## src/rtl/i2c_tgt_pkg.sv

```systemverilog
package i2c_tgt_pkg;
  typedef enum logic [2:0] {
    ST_IDLE     = 3'd0,
    ST_ADDR     = 3'd1,
    ST_ADDR_ACK = 3'd2,
    ST_DATA     = 3'd3,
    ST_DATA_ACK = 3'd4
  } tgt_state_e;
endpackage

```

## src/rtl/i2c_line_cond.sv

```systemverilog
// Synchroniser, persistence filter and edge pulse former for one bus line.
module i2c_line_cond #(
  parameter int SYNC_LEN = 2,
  parameter int FILT_LEN = 3
) (
  input  logic clk,
  input  logic rst,
  input  logic raw_i,
  output logic lvl_o,
  output logic rise_o,
  output logic fall_o
);
  localparam int CW = $clog2(FILT_LEN + 1);

  logic [SYNC_LEN-1:0] sync_q;
  logic [CW-1:0]       run_q;
  logic                lvl_q, lvl_d_q;
  logic                s_lvl;

  assign s_lvl = sync_q[SYNC_LEN-1];

  always_ff @(posedge clk) begin
    if (rst) sync_q <= '1;
    else     sync_q <= {sync_q[SYNC_LEN-2:0], raw_i};
  end

  // the level flips only after FILT_LEN consecutive differing samples
  always_ff @(posedge clk) begin
    if (rst) begin
      run_q <= '0;
      lvl_q <= 1'b1;
    end else if (s_lvl != lvl_q) begin
      if (run_q == CW'(FILT_LEN - 1)) begin
        lvl_q <= s_lvl;
        run_q <= '0;
      end else begin
        run_q <= run_q + 1'b1;
      end
    end else begin
      run_q <= '0;
    end
  end

  always_ff @(posedge clk) begin
    if (rst) lvl_d_q <= 1'b1;
    else     lvl_d_q <= lvl_q;
  end

  assign lvl_o  = lvl_q;
  assign rise_o = lvl_q & ~lvl_d_q;
  assign fall_o = ~lvl_q & lvl_d_q;
endmodule

```

## src/rtl/i2c_tap_delay.sv

```systemverilog
// Fixed delay line: out is the input as it was DEPTH cycles earlier.
module i2c_tap_delay #(
  parameter int DEPTH = 4
) (
  input  logic clk,
  input  logic rst,
  input  logic d_i,
  output logic q_o
);
  logic [DEPTH-1:0] line_q;

  generate
    if (DEPTH == 1) begin : g_one
      always_ff @(posedge clk) begin
        if (rst) line_q <= '1;
        else     line_q <= d_i;
      end
    end else begin : g_many
      always_ff @(posedge clk) begin
        if (rst) line_q <= '1;
        else     line_q <= {line_q[DEPTH-2:0], d_i};
      end
    end
  endgenerate

  assign q_o = line_q[DEPTH-1];
endmodule

```

## src/rtl/i2c_tgt_fsm.sv

```systemverilog
module i2c_tgt_fsm
  import i2c_tgt_pkg::*;
#(
  parameter int ADDR_W = 7,
  parameter int BYTE_W = 8
) (
  input  logic              clk,
  input  logic              rst,
  input  logic [ADDR_W-1:0] own_addr_i,
  input  logic              start_i,
  input  logic              stop_i,
  input  logic              scl_rise_i,
  input  logic              scl_fall_i,
  input  logic              bit_i,
  input  logic              ready_i,
  output logic              sda_o,
  output logic [BYTE_W-1:0] data_o,
  output logic              valid_o,
  output tgt_state_e        state_o
);
  localparam int BCW = $clog2(BYTE_W);
  localparam logic [BCW-1:0] LAST_BIT = BCW'(BYTE_W - 1);

  tgt_state_e        state_q, nxt;
  logic [BCW-1:0]    cnt_q;
  logic [BYTE_W-1:0] sh_q, byte_nx;
  logic              hi_seen_q, bit_evt;
  logic              ack_nx, deliver;
  logic              addr_ok;

  assign bit_evt = scl_fall_i & hi_seen_q;
  assign byte_nx = {sh_q[BYTE_W-2:0], bit_i};
  assign addr_ok = (byte_nx[BYTE_W-1 -: ADDR_W] == own_addr_i) && !byte_nx[0];

  // every branch assigns nxt, deliver, ack_nx in that order
  always_comb begin
    unique case (state_q)
      ST_ADDR: begin
        nxt     = (bit_evt && cnt_q == LAST_BIT) ? (addr_ok ? ST_ADDR_ACK : ST_IDLE) : ST_ADDR;
        deliver = 1'b0;
        ack_nx  = 1'b0;
      end
      ST_ADDR_ACK: begin
        nxt     = bit_evt ? ST_DATA : ST_ADDR_ACK;
        deliver = 1'b0;
        ack_nx  = 1'b0;
      end
      ST_DATA: begin
        nxt     = (bit_evt && cnt_q == LAST_BIT) ? ST_DATA_ACK : ST_DATA;
        deliver = bit_evt && cnt_q == LAST_BIT;
        ack_nx  = 1'b0;
      end
      ST_DATA_ACK: begin
        nxt     = bit_evt ? ST_DATA : ST_DATA_ACK;
        deliver = 1'b0;
        ack_nx  = 1'b0;
      end
      default: begin
        nxt     = ST_IDLE;
        deliver = 1'b0;
        ack_nx  = 1'b0;
      end
    endcase
    if (stop_i) begin
      nxt     = ST_IDLE;
      deliver = 1'b0;
    end else if (start_i) begin
      nxt     = ST_ADDR;
      deliver = 1'b0;
    end
    ack_nx = (nxt == ST_ADDR_ACK) || (nxt == ST_DATA_ACK);
  end

  always_ff @(posedge clk) begin
    if (rst) begin
      state_q   <= ST_IDLE;
      cnt_q     <= '0;
      sh_q      <= '0;
      hi_seen_q <= 1'b0;
      sda_o     <= 1'b1;
    end else begin
      state_q <= nxt;
      sda_o   <= ~ack_nx;
      if (start_i || nxt != state_q) cnt_q <= '0;
      else if (bit_evt)              cnt_q <= cnt_q + 1'b1;
      if (bit_evt) sh_q <= byte_nx;
      if (start_i || scl_fall_i) hi_seen_q <= 1'b0;
      else if (scl_rise_i)       hi_seen_q <= 1'b1;
    end
  end

  always_ff @(posedge clk) begin
    if (rst) begin
      valid_o <= 1'b0;
      data_o  <= '0;
    end else if (deliver) begin
      valid_o <= 1'b1;
      data_o  <= byte_nx;
    end else if (ready_i) begin
      valid_o <= 1'b0;
    end
  end

  assign state_o = state_q;
endmodule

```

## src/rtl/i2c_tgt_rx.sv

```systemverilog
module i2c_tgt_rx
  import i2c_tgt_pkg::*;
#(
  parameter int SYNC_LEN     = 2,
  parameter int FILT_LEN     = 3,
  parameter int SDA_TAP      = 4,
  parameter int SCL_HIGH_MIN = 40
) (
  input  logic       clk,
  input  logic       rst,
  input  logic [6:0] own_addr_i,
  input  logic       scl_i,
  input  logic       sda_i,
  output logic       sda_o,
  output logic [7:0] rx_data_o,
  output logic       rx_valid_o,
  input  logic       rx_ready_i
);
  localparam int NLINES = 2;
  localparam int L_SCL  = 0;
  localparam int L_SDA  = 1;

  generate
    if (SDA_TAP >= SCL_HIGH_MIN) begin : g_bad_tap
      $error("SDA_TAP must be below SCL_HIGH_MIN");
    end
  endgenerate

  logic [NLINES-1:0] raw, lvl, rise, fall;
  logic              sda_tap, start_evt, stop_evt;
  tgt_state_e        fsm_state;

  assign raw[L_SCL] = scl_i;
  assign raw[L_SDA] = sda_i;

  generate
    for (genvar g = 0; g < NLINES; g++) begin : g_line
      i2c_line_cond #(.SYNC_LEN(SYNC_LEN), .FILT_LEN(FILT_LEN)) u_cond (
        .clk(clk), .rst(rst), .raw_i(raw[g]),
        .lvl_o(lvl[g]), .rise_o(rise[g]), .fall_o(fall[g])
      );
    end
  endgenerate

  i2c_tap_delay #(.DEPTH(SDA_TAP)) u_tap (
    .clk(clk), .rst(rst), .d_i(lvl[L_SDA]), .q_o(sda_tap)
  );

  assign start_evt = lvl[L_SCL] & fall[L_SDA];
  assign stop_evt  = lvl[L_SCL] & rise[L_SDA];

  i2c_tgt_fsm #(.ADDR_W(7), .BYTE_W(8)) u_fsm (
    .clk(clk), .rst(rst), .own_addr_i(own_addr_i),
    .start_i(start_evt), .stop_i(stop_evt),
    .scl_rise_i(rise[L_SCL]), .scl_fall_i(fall[L_SCL]),
    .bit_i(sda_tap), .ready_i(rx_ready_i),
    .sda_o(sda_o), .data_o(rx_data_o), .valid_o(rx_valid_o),
    .state_o(fsm_state)
  );
endmodule

```

## config.mk

```make
export PLATFORM = sky130hd
export DESIGN_NAME = i2c_tgt_rx
export DESIGN_NICKNAME = d
export VERILOG_FILES = /design/src/rtl/i2c_tgt_pkg.sv /design/src/rtl/i2c_line_cond.sv /design/src/rtl/i2c_tap_delay.sv /design/src/rtl/i2c_tgt_fsm.sv /design/src/rtl/i2c_tgt_rx.sv
export SDC_FILE = /design/constraint.sdc
export NUM_CORES = 1
export LEC_CHECK = 0
export ABC_AREA = 1
export BUFFER_PORTS_ARGS = -buffer_cell sky130_fd_sc_hd__buf_2
export CAP_MARGIN = 10
export CORE_ASPECT_RATIO = 0.7
export CORE_MARGIN = 3
export CORE_UTILIZATION = 45
export CTS_CLUSTER_DIAMETER = 80
export DETAILED_ROUTE_END_ITERATION = 7
export GPL_ROUTABILITY_DRIVEN = 0
export PLACE_DENSITY = 0.64
export SLEW_MARGIN = 25
export SYNTH_ARGS = -nofsm -noshare
export SYNTH_HDL_FRONTEND = slang
export SYNTH_SLANG_ARGS = --single-unit
```

## constraint.sdc

```tcl
create_clock -name clk -period 2.1 [get_ports clk]
set_input_delay 0.105 -clock clk [delete_from_list [all_inputs] [get_ports clk]]
set_output_delay 0.105 -clock clk [all_outputs]
set_load 0.05 [all_outputs]
```

Word level (Yosys, flattened, before mapping)
Cells that the tools add are included.
{"block": "totals", "reg_bits": 40, "input_bits": 12, "out_inout_bits": 10, "elab_cells": 72}
{"block": "classes", "add_sub_neg": 3, "n_eq_ne": 13, "mux": 13, "bitwise": 14, "n_reduce_logical": 13}
{"cell": "$mux W3", "count": 5}
{"cell": "$pmux W3 S4", "count": 1}
{"cell": "$eq A3 B2 Y1 const B", "count": 3}
{"cell": "$eq A3 B3 Y1 const B", "count": 3}
{"cell": "$and A1 B1 Y1", "count": 7}
{"cell": "$eq A7 B7 Y1", "count": 1}
{"cell": "$not A1 Y1", "count": 7}
{"cell": "$mux W1", "count": 6}
{"cell": "$reduce_or A3 Y1", "count": 2}
{"cell": "$add A2 B1 Y2 const B", "count": 2}
{"cell": "$eq A2 B2 Y1 const B", "count": 2}
{"cell": "$reduce_and A2 Y1", "count": 2}
{"cell": "$reduce_or A2 Y1", "count": 2}
{"cell": "$add A3 B1 Y3 const B", "count": 1}
{"cell": "$eq A3 B1 Y1 const B", "count": 1}
{"cell": "$logic_or A1 B1 Y1", "count": 3}
{"cell": "$ne A3 B3 Y1", "count": 1}
{"cell": "$logic_and A1 B1 Y1", "count": 2}
{"cell": "$mux W2", "count": 1}
{"cell": "$ne A1 B1 Y1", "count": 2}
{"cell": "$reduce_bool A2 Y1", "count": 1}
{"cell": "$logic_not A1 Y1", "count": 1}

Logic depth before layout (Yosys ltp)
Gate-level depths: netlist (run 1).
{"block": "logic_depth", "depth_word": 11, "mapped_depth": 11, "depth_no_buf": 11}

Hierarchy
Synthesis (run 1) repeated with hierarchy kept, for this count alone.
{"block": "hier_totals", "cells_unflattened": 230, "hier_area_um2": 1736.7}
{"mod": "i2c_tgt_fsm", "instances": 1, "cells_each": 165, "area_each_um2": 1174.9, "seq_area_each_um2": 480.5}
{"mod": "i2c_line_cond", "instances": 2, "cells_each": 24, "area_each_um2": 215.2, "seq_area_each_um2": 120.1}
{"mod": "i2c_tap_delay", "instances": 1, "cells_each": 13, "area_each_um2": 116.4, "seq_area_each_um2": 80.1}
{"mod": "i2c_tgt_rx", "instances": 1, "cells_each": 4, "area_each_um2": 15.0, "seq_area_each_um2": 0.0}

Least setup slack after synthesis (run 1)
Ideal clock, no wire load.
{"block": "synth_timing", "path_kind": "register to register", "startpoint": "register u_fsm.cnt_q[0]", "endpoint": "register u_fsm.cnt_q[0]", "setup_time_ns": 0.078, "arrival_time_ns": 1.400, "t_required_ns": 2.022, "setup_slack_ns": 0.623, "stages_incl_launch_ff": 12, "path_buffers": 0, "period_less_slack_ns": 1.477, "path_cell_list": "dfxtp_1 -> ha_1 -> ha_1 -> nand4_1 -> nand2_1 -> nand2_1 -> nor2_1 -> nand2_1 -> nand2_1 -> nand2_1 -> nand3_2 -> nor3_1"}
{"block": "synth_between", "elab_chain_cells": 9, "word_cells_on_any_way": 11, "cone_classes": "add/sub (1); eq/ne (2); mux (5); reduce/logical (3)"}
{"element": "start: declaration", "line": "i2c_tgt_fsm.sv:25", "rtl": "logic [BCW-1:0] cnt_q;"}
{"element": "start signal: assignment", "line": "i2c_tgt_fsm.sv:85", "rtl": "else if (bit_evt) cnt_q <= cnt_q + 1'b1;"}
{"element": "$eq A3 B3 Y1", "line": "i2c_tgt_fsm.sv:39, i2c_tgt_fsm.sv:49"}
{"element": "$logic_and A1 B1 Y1", "line": "i2c_tgt_fsm.sv:39, i2c_tgt_fsm.sv:49"}
{"element": "$mux W3 (on tied branches)", "line": "i2c_tgt_fsm.sv:49, i2c_tgt_fsm.sv:39"}
{"element": "$pmux W3 S4", "line": "i2c_tgt_fsm.sv:37", "rtl": "unique case (state_q)"}
{"element": "$mux W3", "line": "i2c_tgt_fsm.sv:67", "rtl": "end else if (start_i) begin"}
{"element": "$mux W3", "line": "i2c_tgt_fsm.sv:64", "rtl": "if (stop_i) begin"}
{"element": "$ne A3 B3 Y1", "line": "i2c_tgt_fsm.sv:84", "rtl": "if (start_i || nxt != state_q) cnt_q <= '0;"}
{"element": "$logic_or A1 B1 Y1", "line": "i2c_tgt_fsm.sv:84"}
{"element": "$reduce_or A2 Y1 (no line)"}
Parallel ways exist; a longest one is shown, timed or not.
A chain may end at the register's enable or synchronous reset.

Worst setup path in the final report (run 1)
{"block": "layout_timing", "startpoint": "register u_fsm.cnt_q[0]", "endpoint": "register u_fsm.cnt_q[1]"}
The elaborated chain is that of the path after synthesis.

==> impl_metrics.tcl, run 1 <==
set metrics [dict create \
    status "completed" \
    use_met3_pct 4.37 \
    p_per_area_mw_per_mm2 787 \
    cts_post_setup_buffers_inserted 0 \
    arrival_ps 1960 \
    grt_first_pass_wirelength_mm 5.72 \
    wl_per_cell_um 11.7 \
    rsz0062_at_grt "false" \
    clockBufferDepth 2 \
    portBuffers 21 \
    tightestPinTransition_ps 384 \
    clock-sinks 39 \
    fin_ws_ps 350 \
    worst_skew_pair.late_latency_ps 290 \
    synth_seq_cells 39 \
    synth_fp_nets 222 \
    final.period_utilization_pct 83.3 \
    area_delta_synth_final_pct 19.2 \
    via_count 1375 \
    cts_tree "built" \
    slew_violations 0 \
    synth.top_cell.area_share_pct 48.2 \
    diodes 0 \
    syn_inst 206 \
    postCtsResizedCells 0 \
    syn_avg_cell_area_sq_um 7.87 \
    critical_path_required_ps 2310 \
    drc 0 \
    finalSetupViolations 0 \
    fillCellCount 305 \
    drive_gt1_share_pct 20.1 \
    grt_max_degree 16 \
    max_cap_viol_count 0 \
    pre_cts_ws_ps 392 \
    antenna_left 0 \
    leakagePower_nw 0.893 \
    met1_usage_pct 22.1 \
    period_minus_slack_ps 1750 \
    slew_headroom_pct 74.4 \
    reg2reg_slack_ps 350 \
    yosysWarnings 0 \
    fin_nets 249 \
    path_delay_family "simple AND/OR/NAND/NOR gates" \
    min_path_type "in2reg" \
    cts_root_buf "clkbuf_8" \
    drt_pre_antenna_iters 4 \
    power.total_mw 1.52 \
    fmax_mhz 571 \
    core_area_sq_mm 0.00330 \
    fin_worst_skew_ps 5.21 \
    crit_path_start_kind "register" \
    yosysSeqAreaShare_pct 48.2 \
    grt_overflow 0 \
    place_hpwl_mm 2.49 \
    start_util_pct 49.1 \
    cp_max_fo 3 \
    crit_buf_inv 0 \
    critical_path.endpoint_type "register" \
    crit_top_cell "nand2_1" \
    hold_slack_ps 69.5 \
    fin_tns_setup_ps 0 \
    cts.clk_slew.worst_paths_ps 70 \
    antenna_found_initial 0 \
    synth_area_leaders "dfxtp_1 48%, nand2_1 8.1%, nor2_1 6.3%, o21ai_0 6.2%, a21oi_1 5.6%" \
    cts_made_buffers 5 \
    synth_cell_types 27 \
    hold_viol 0 \
    worstSetupPathType "reg2reg" \
    dieArea_sq_mm 0.00437 \
    io_pins 22 \
    slowest_stage "dfxtp_1" \
    yosysTopAreaCell "dfxtp_1" \
    die_w_um 77.7 \
    num_rows 17 \
    grt_usage_pct 16.6 \
    synth_area_sq_mm 0.00162 \
    cts-hold-fix-buffers 2 \
    grt_pass1_vias 1318 \
    grt_use_met2_pct 25.0 \
    path_cells "ha_1 -> ha_1 -> nand4_1 -> nor2_1 -> nand3_1 -> nand2_1 -> nand2_1 -> nand2_1 -> nand3_2 -> nor3_1" \
    wl_mm 3.28 \
    gr-max-usage-layer "met2" \
    via_per_inst 4.89 \
    vdd_ir_drop_max_uv 533 \
    h-tree-depth 2 \
    dieHeight_um 56.2 \
    postLayoutCoreUtil_pct 58.6 \
    slowest_delay_ps 350 \
    drt_iter0_drc 91 \
]
-- cells in the mapped netlist --
cell / number
a211oi_1: 1
xor2_1: 2
nand3_4: 2
nor2_1: 27
nor3_1: 3
or2_2: 6
a21oi_2: 1
o21ai_0: 20
inv_2: 2
nor2_2: 1
clkbuf_1: 3
nand2_1: 35
inv_6: 1
a21boi_0: 1
a21oi_1: 18
nand2_2: 1
buf_1: 1
dfxtp_1: 39
buf_2: 1
xnor2_1: 1
mux2i_1: 2
nand4_1: 1
inv_1: 20
nand3_1: 10
ha_1: 4
nand3_2: 2
o21ai_2: 1
-- state kept, by name, summed over array words and instances (netlist names) --
| name | flops |
|---|---|
| g_line.u_cond.lvl_d_q | 1 |
| g_line.u_cond.lvl_o | 2 |
| u_tap.line_q | 4 |
| g_line.u_cond.sync_q | 4 |
| u_fsm.valid_o | 1 |
| u_fsm.data_o | 8 |
| u_fsm.sh_q | 7 |
| u_fsm.cnt_q | 3 |
| u_fsm.state_o | 3 |
| g_line.u_cond.run_q | 4 |
| u_fsm.hi_seen_q | 1 |
| u_fsm.sda_o | 1 |
-- per-stage QoR --
stage	area [sq um]	std cells
4_1_cts	1930	281
6_report	1930	281
2_1_floorplan	1620	206
3_3_place_gp	1780	271
3_5_place_dp	1780	271
5_1_grt	1930	281
-- logic make-up after synthesis --
kind of cell,count (synthesis),synth area share [%]
buf+inv,28,6.87
xor+xnor,3,1.62
simple gates,88,25.3
mux,2,1.24
fa+ha+maj,4,3.09
compound gates,42,13.7
flops,39,48.2
-- layer usage --
metal	vias up	part of all wire (%)
met3	7	5.3
met2	38	43
met5	-	0
li1	718	-
met4	0	1.7
met1	612	50
-- cell type report --
| type | instances | area (sq um) | area share (%) |
|---|---|---|---|
| Clock buffer | 6 | 72.6 | 3.76 |
| Tap cell | 47 | 58.8 | 3.04 |
| Multi-Input combinational cell | 139 | 728 | 37.7 |
| Inverter | 23 | 91.3 | 4.73 |
| Timing Repair Buffer | 25 | 140 | 7.25 |
| Sequential cell | 39 | 781 | 40.4 |
| Clock inverter | 2 | 60.1 | 3.11 |
-- worst register-to-register path, stage by stage (launching register included) --
cell	delay (ps)
dfxtp_1	350
ha_1	160
ha_1	210
nand4_1	180
nor2_1	140
nand3_1	110
nand2_1	100
nand2_1	100
nand2_1	100
nand3_2	80
nor3_1	130
-- placed cells by master (no fill, tap or decap) --
| cell type | n |
|---|---|
| o21ai_2 | 1 |
| buf_2 | 21 |
| clkbuf_8 | 5 |
| dlygate4sd3_1 | 2 |
| nand3_1 | 10 |
| bufinv_16 | 2 |
| xor2_1 | 2 |
| nor2_1 | 27 |
| nand3_2 | 2 |
| nor3_1 | 3 |
| a21oi_2 | 1 |
| inv_6 | 1 |
| a21oi_1 | 18 |
| nand2_2 | 1 |
| clkbuf_1 | 1 |
| a21boi_0 | 1 |
| inv_1 | 20 |
| inv_2 | 2 |
| a211oi_1 | 1 |
| dfxtp_1 | 39 |
| ha_1 | 4 |
| nand2_1 | 35 |
| xnor2_1 | 1 |
| o21ai_0 | 20 |
| nand4_1 | 1 |
| buf_4 | 2 |
| nor2_2 | 1 |
| nand3_4 | 2 |
| or2_2 | 6 |
| mux2i_1 | 2 |
-- final timing paths --
kind	startpoint	endpoint	depth (start not counted)
worst max-delay path	u_fsm.cnt_q[0]$_SDFFE_PP0P_	u_fsm.cnt_q[1]$_SDFFE_PP0P_	10
worst min-delay path	rx_ready_i	u_fsm.valid_o$_SDFFE_PP0P_	4
worst max register to register	u_fsm.cnt_q[0]$_SDFFE_PP0P_	u_fsm.cnt_q[1]$_SDFFE_PP0P_	10
worst min register to register	g_line[0].u_cond.run_q[0]$_SDFF_PP0_	g_line[0].u_cond.run_q[0]$_SDFF_PP0_	1
-- power by group --
group          switching [mW]  internal, mW
clock                   0.249         0.475
combinational          0.0275        0.0229
sequential            0.00265         0.744
Power figures use the tool's default switching activity.
==> run 2: changes to the inputs <==
Clock period 2.1 ns to 1.75 ns, I/O delays scaled along.
==> impl_metrics.tcl, run 2 (synthesis gave the netlist of run 1 again) <==
set metrics [dict create \
    status "completed" \
    drc 0 \
    cp_max_fo 3 \
    reg_top3 "u_fsm.data_o: 8 flops, u_fsm.sh_q: 7 flops" \
    grt_pass1_vias 1310 \
    pwr-share-comb_pct 3.8 \
    core_area_sq_mm 0.00330 \
    drt_iter0_drc 89 \
    highest_layer "met4" \
    slowest_stage "dfxtp_2" \
    place_inst 271 \
    place_hpwl_mm 2.55 \
    r2r-end "u_fsm.cnt_q[1]$_SDFFE_PP0P_" \
    dieArea_sq_mm 0.00437 \
    clockBufferDepth 2 \
    grt_first_pass_wirelength_mm 5.73 \
    slew_violations 0 \
    fin_nets 251 \
    cts_made_buffers 5 \
    dieHeight_um 56.2 \
    grt_max_degree 21 \
    drive_gt1_share_pct 28.4 \
    cts.clk_slew.worst_paths_ps 80 \
    min_from "rx_ready_i" \
    crit_top_cell "nand2_2" \
    path_depth 10 \
    power.net_switching_uw 352 \
    start_util_pct 49.1 \
    io_pins 22 \
    wl_per_cell_um 12.1 \
    slew_headroom_pct 77.1 \
    final_cell_mix "37 x dfxtp_1, 30 x nand2_1, 24 x nor2_1, 21 x buf_2, 20 x inv_1" \
    cts_tree "built" \
    min_path_cells 4 \
    wl_met2_mm 1.52 \
    grt_overflow 0 \
    critical_path.endpoint_type "register" \
    num_rows 17 \
    grt_usage_pct 16.9 \
    hold_viol 0 \
    clkPwrFrac_pct 43.5 \
    arrival_ps 1830 \
    period_minus_slack_ps 1620 \
    p_per_area_mw_per_mm2 842 \
    fin_ws_ps 134 \
    antenna_found_initial 0 \
    slowest_delay_ps 360 \
    area_delta_synth_final_pct 24.5 \
    wl_met3_um 157 \
    finalSetupViolations 0 \
    swShare_pct 20.7 \
    max_cap_viol_count 0 \
    hold_end "u_fsm.valid_o$_SDFFE_PP0P_" \
    path_cells "ha_4 -> ha_4 -> nand4_1 -> nand2_1 -> nand2_2 -> nor2_2 -> nand2_2 -> nand3_1 -> nand2_2 -> nor3_1" \
    critical_path_required_ps 1970 \
    timing.rr.start "u_fsm.cnt_q[1]$_SDFFE_PP0P_" \
    p_int_mw 1.35 \
    vdd_ir_drop_max_uv 522 \
    cts_root_buf "clkbuf_8" \
    worstSetupPathType "reg2reg" \
    diodes 0 \
    via_count 1411 \
    wl_mm 3.42 \
    wl_met1_mm 1.68 \
    h-tree-depth 2 \
    hold_slack_ps 58.5 \
    path_delay_family "simple AND/OR/NAND/NOR gates" \
    portBuffers 21 \
    min_path_type "in2reg" \
    crit_buf_inv 0 \
    clock-sinks 39 \
    worst_skew_pair.late_latency_ps 290 \
    top_register "u_fsm.data_o" \
    tightestPinTransition_ps 343 \
    die_w_um 77.7 \
    final_common_cell "dfxtp_1" \
    seq_power_share_pct 52.8 \
    fin_worst_skew_ps 8.72 \
    leakagePower_nw 0.898 \
    final.period_utilization_pct 92.4 \
    pre_cts_ws_ps 8.80 \
    fillCellCount 299 \
    largest_register_ffs 8 \
    via_per_inst 4.99 \
    crit_path_start_kind "register" \
    fmax_mhz 619 \
    r2r_cells 10 \
    antenna_left 0 \
    drt_pre_antenna_iters 4 \
    reg2reg_slack_ps 130 \
    final-instance-count-excl-fill 283 \
]
-- run 2: cell types whose count changed in the layout (fill, tap and decap cells not counted), moves of 3 or more --
cell     change
nand2_1      -5
nor2_2       +3
nor2_1       -3
nand2_2      +5
-- run 2: how the worst max path moves through the flow --
stage	start	slack (ps)	endpoint
floorplan	u_fsm.cnt_q[0]$_SDFFE_PP0P_	270	u_fsm.cnt_q[0]$_SDFFE_PP0P_
global placement	u_fsm.cnt_q[0]$_SDFFE_PP0P_	190	u_fsm.cnt_q[1]$_SDFFE_PP0P_
detailed placement	u_fsm.cnt_q[0]$_SDFFE_PP0P_	9	u_fsm.cnt_q[2]$_SDFFE_PP0P_
CTS	u_fsm.cnt_q[0]$_SDFFE_PP0P_	30	u_fsm.cnt_q[2]$_SDFFE_PP0P_
global route	g_line[0].u_cond.lvl_o$_SDFFE_PP1P_	-10	u_fsm.cnt_q[0]$_SDFFE_PP0P_
finish	u_fsm.cnt_q[1]$_SDFFE_PP0P_	130	u_fsm.cnt_q[1]$_SDFFE_PP0P_
-- run 2: worst register-to-register path, delay by kind of cell, from the launching register on --
kind | cells | cell delay, ps
adders and majority gates | 2 | 270
DFF | 1 | 360
and+or+nand+nor | 8 | 910
-- run 2: power by group through the flow --
stage / logic, mW / registers, mW / clock network, mW
final: 0.0640 / 0.896 / 0.738
after global routing: 0.0727 / 0.897 / 0.798
after CTS: 0.0607 / 0.896 / 0.759
after detailed placement: 0.0568 / 0.917 / 0
after global placement: 0.0550 / 0.917 / 0
after floorplan: 0.0339 / 0.916 / 0
-- run 2: per-layer routing --
layer / up-vias / track usage, %
li1: 724 / -
met1: 637 / 22.3
met2: 43 / 25.0
met3: 7 / 4.85
met4: 0 / 8.38
met5: - / 0
-- run 2: layout make-up --
class	count	area, sq um	share of cell area (%)
Clock buffer	5	68.8	3.41
Clock inverter	3	43.8	2.17
Inverter	23	91.3	4.53
Multi-Input combinational cell	139	816	40.4
Sequential cell	39	783	38.8
Tap cell	47	58.8	2.92
Timing Repair Buffer	27	155	7.69
-- run 2: through the flow --
stage | TNS [ps] | util, % | power [mW] | area (sq um)
after CTS | 0 | 58.1 | 1.72 | 1910
final | 0 | 61.2 | 1.70 | 2020
after global routing | -17.1 | 61.2 | 1.77 | 2020
after global placement | 0 | 54.0 | 0.972 | 1780
after detailed placement | 0 | 54.0 | 0.974 | 1780
after floorplan | 0 | - | 0.950 | 1620
-- run 2: timing repair --
action | in CTS | in global routing
hold endpoints to repair | 2 | 0
hold buffers | 2 | 0
gates resized for setup | 1 | 22
cloned | 0 | 0
buffers inserted | 0 | 2
pin swaps | 1 | 11
setup endpoints to repair | 1 | 3
==> run 3: changes to the inputs <==
Settings changed: CORE_ASPECT_RATIO 0.7 to 2.
==> impl_metrics.tcl, run 3 (synthesis gave the netlist of run 1 again) <==
set metrics [dict create \
    placed_cell_area_sq_mm 0.00179 \
    io_pins 22 \
    final_common_cell "dfxtp_1" \
    dieArea_sq_mm 0.00440 \
    cts_root_buf "clkbuf_8" \
    drt_pre_antenna_iters 4 \
    reg_top3 "u_fsm.data_o: 8 flops, u_fsm.sh_q: 7 flops" \
    dieHeight_um 90.9 \
    die_w_um 48.4 \
    fin_nets 252 \
    status "completed" \
    p_int_mw 1.28 \
    swShare_pct 20.3 \
    min_path_type "in2reg" \
    fmax_mhz 631 \
    diodes 0 \
    num_rows 30 \
    grt_max_degree 21 \
    drc 0 \
    period_minus_slack_ps 1590 \
    crit_path_start_kind "register" \
    vdd_ir_drop_max_uv 681 \
    drt_iter0_drc 20 \
    h-tree-depth 2 \
    antenna_found_initial 0 \
    place_hpwl_mm 2.45 \
    timing.rr.start "u_fsm.cnt_q[1]$_SDFFE_PP0P_" \
    fin_area_sq_mm 0.00199 \
    core_area_sq_mm 0.00342 \
    crit_start "u_fsm.cnt_q[1]$_SDFFE_PP0P_" \
    slew_violations 0 \
    antenna_left 0 \
    grt_overflow 0 \
    clockBufferDepth 2 \
    hold_end "u_fsm.valid_o$_SDFFE_PP0P_" \
    hold_viol 0 \
    cts.clk_slew.worst_paths_ps 80 \
    fin_tns_setup_ps 0 \
    drive_gt1_share_pct 27.0 \
    cts_made_buffers 5 \
    slew_headroom_pct 76.6 \
    final.period_utilization_pct 90.6 \
    critical_path_required_ps 1960 \
    cp_max_fo 3 \
    largest_register_ffs 8 \
    final_cell_mix "36 x dfxtp_1, 32 x nand2_1, 27 x nor2_1, 21 x buf_2, 20 x inv_1" \
    via_count 1381 \
    clock-sinks 39 \
    grt_usage_pct 16.4 \
    p_per_area_mw_per_mm2 806 \
    grt_pass1_vias 1324 \
    tightestPinTransition_ps 351 \
    wl_per_cell_um 11.7 \
    max_cap_viol_count 0 \
    hold_slack_ps 42.9 \
    seq_power_share_pct 55.8 \
    cts_tree "built" \
    worst_skew_pair.late_latency_ps 290 \
    pwr-share-comb_pct 3.8 \
    critical_path.endpoint_type "register" \
    top_register "u_fsm.data_o" \
    worstSetupPathType "reg2reg" \
    via_per_inst 4.85 \
    min_path_cells 4 \
    min_from "rx_ready_i" \
    wl_mm 3.34 \
    power.net_switching_uw 326 \
    r2r_cells 11 \
    fin_worst_skew_ps 9.71 \
    clkPwrFrac_pct 40.4 \
    r2r-end "u_fsm.cnt_q[0]$_SDFFE_PP0P_" \
    area_delta_synth_final_pct 23.1 \
    start_util_pct 47.4 \
    arrival_ps 1790 \
    portBuffers 21 \
    reg2reg_slack_ps 160 \
    grt_first_pass_wirelength_mm 5.55 \
    finalSetupViolations 0 \
    leakagePower_nw 0.897 \
]
-- run 3: cell count changes in the layout (fill, tap and decap cells not counted), moves of 2 or more --
| cell | delta |
|---|---|
| clkbuf_8 | +2 |
| nand2_1 | +2 |
| nand2_2 | -2 |
| nor2_1 | +3 |
| nor2_2 | -3 |
| nor3_2 | +3 |
| nor3_4 | -2 |
-- run 3: metrics by stage --
stage          util (%)  std cells  setup slack, ps  power, mW
3_5_place_dp       52.3        273              100      0.974
4_1_cts            55.9        283             92.1       1.63
2_1_floorplan         -        206              273      0.950
3_3_place_gp       52.3        273              176      0.974
5_1_grt            58.4        285            -24.4       1.67
6_report           58.4        285              164       1.61
-- run 3: area by class of cell --
| class | instances | area, sq um |
|---|---|---|
| inverter | 23 | 91.3 |
| multi-input combinational | 139 | 796 |
| tap | 48 | 60.1 |
| sequential | 39 | 785 |
| clock buffer | 8 | 100 |
| fill | 333 | 1420 |
| timing repair buffer | 28 | 163 |
-- run 3: routing by layer --
layer | track usage, % | part of all wire (%) | vias up
met2 | 32.0 | 57 | 30
li1 | - | - | 720
met3 | 3.97 | 3.6 | 14
met1 | 14.1 | 35 | 617
met4 | 10.5 | 4.2 | 0
met5 | 0 | 0 | -
-- run 3: how the worst max path moves through the flow --
| stage | end | slack [ps] |
|---|---|---|
| detailed placement | u_fsm.cnt_q[1]$_SDFFE_PP0P_ | 100 |
| floorplan | u_fsm.cnt_q[0]$_SDFFE_PP0P_ | 270 |
| global placement | u_fsm.cnt_q[1]$_SDFFE_PP0P_ | 180 |
| global route | u_fsm.cnt_q[0]$_SDFFE_PP0P_ | -20 |
| finish | u_fsm.cnt_q[0]$_SDFFE_PP0P_ | 160 |
| CTS | u_fsm.cnt_q[1]$_SDFFE_PP0P_ | 90 |
-- run 3: power groups by stage --
stage / registers (mW) / clock network, mW / logic, mW
after floorplan: 0.916 / 0 / 0.0339
after global placement: 0.917 / 0 / 0.0568
after detailed placement: 0.917 / 0 / 0.0566
after CTS: 0.896 / 0.675 / 0.0607
after global routing: 0.897 / 0.702 / 0.0734
final: 0.897 / 0.649 / 0.0617
-- run 3: what timing repair did --
action	4_1_cts	5_1_grt
hold buffers	2	0
gates resized for setup	0	18
endpoints found under the hold margin	2	0
endpoints found under the setup margin	0	3
setup buffers	0	2
-- run 3: worst max-delay path: stages (launching register included) --
cell,delay (ps)
dfxtp_2,340
ha_4,170
ha_4,150
nand4_1,100
nand2_1,70
nand2_1,100
nor2_1,50
nand2_1,90
nand2_2,80
nand2_2,90
nand3_4,90
nor3_2,170
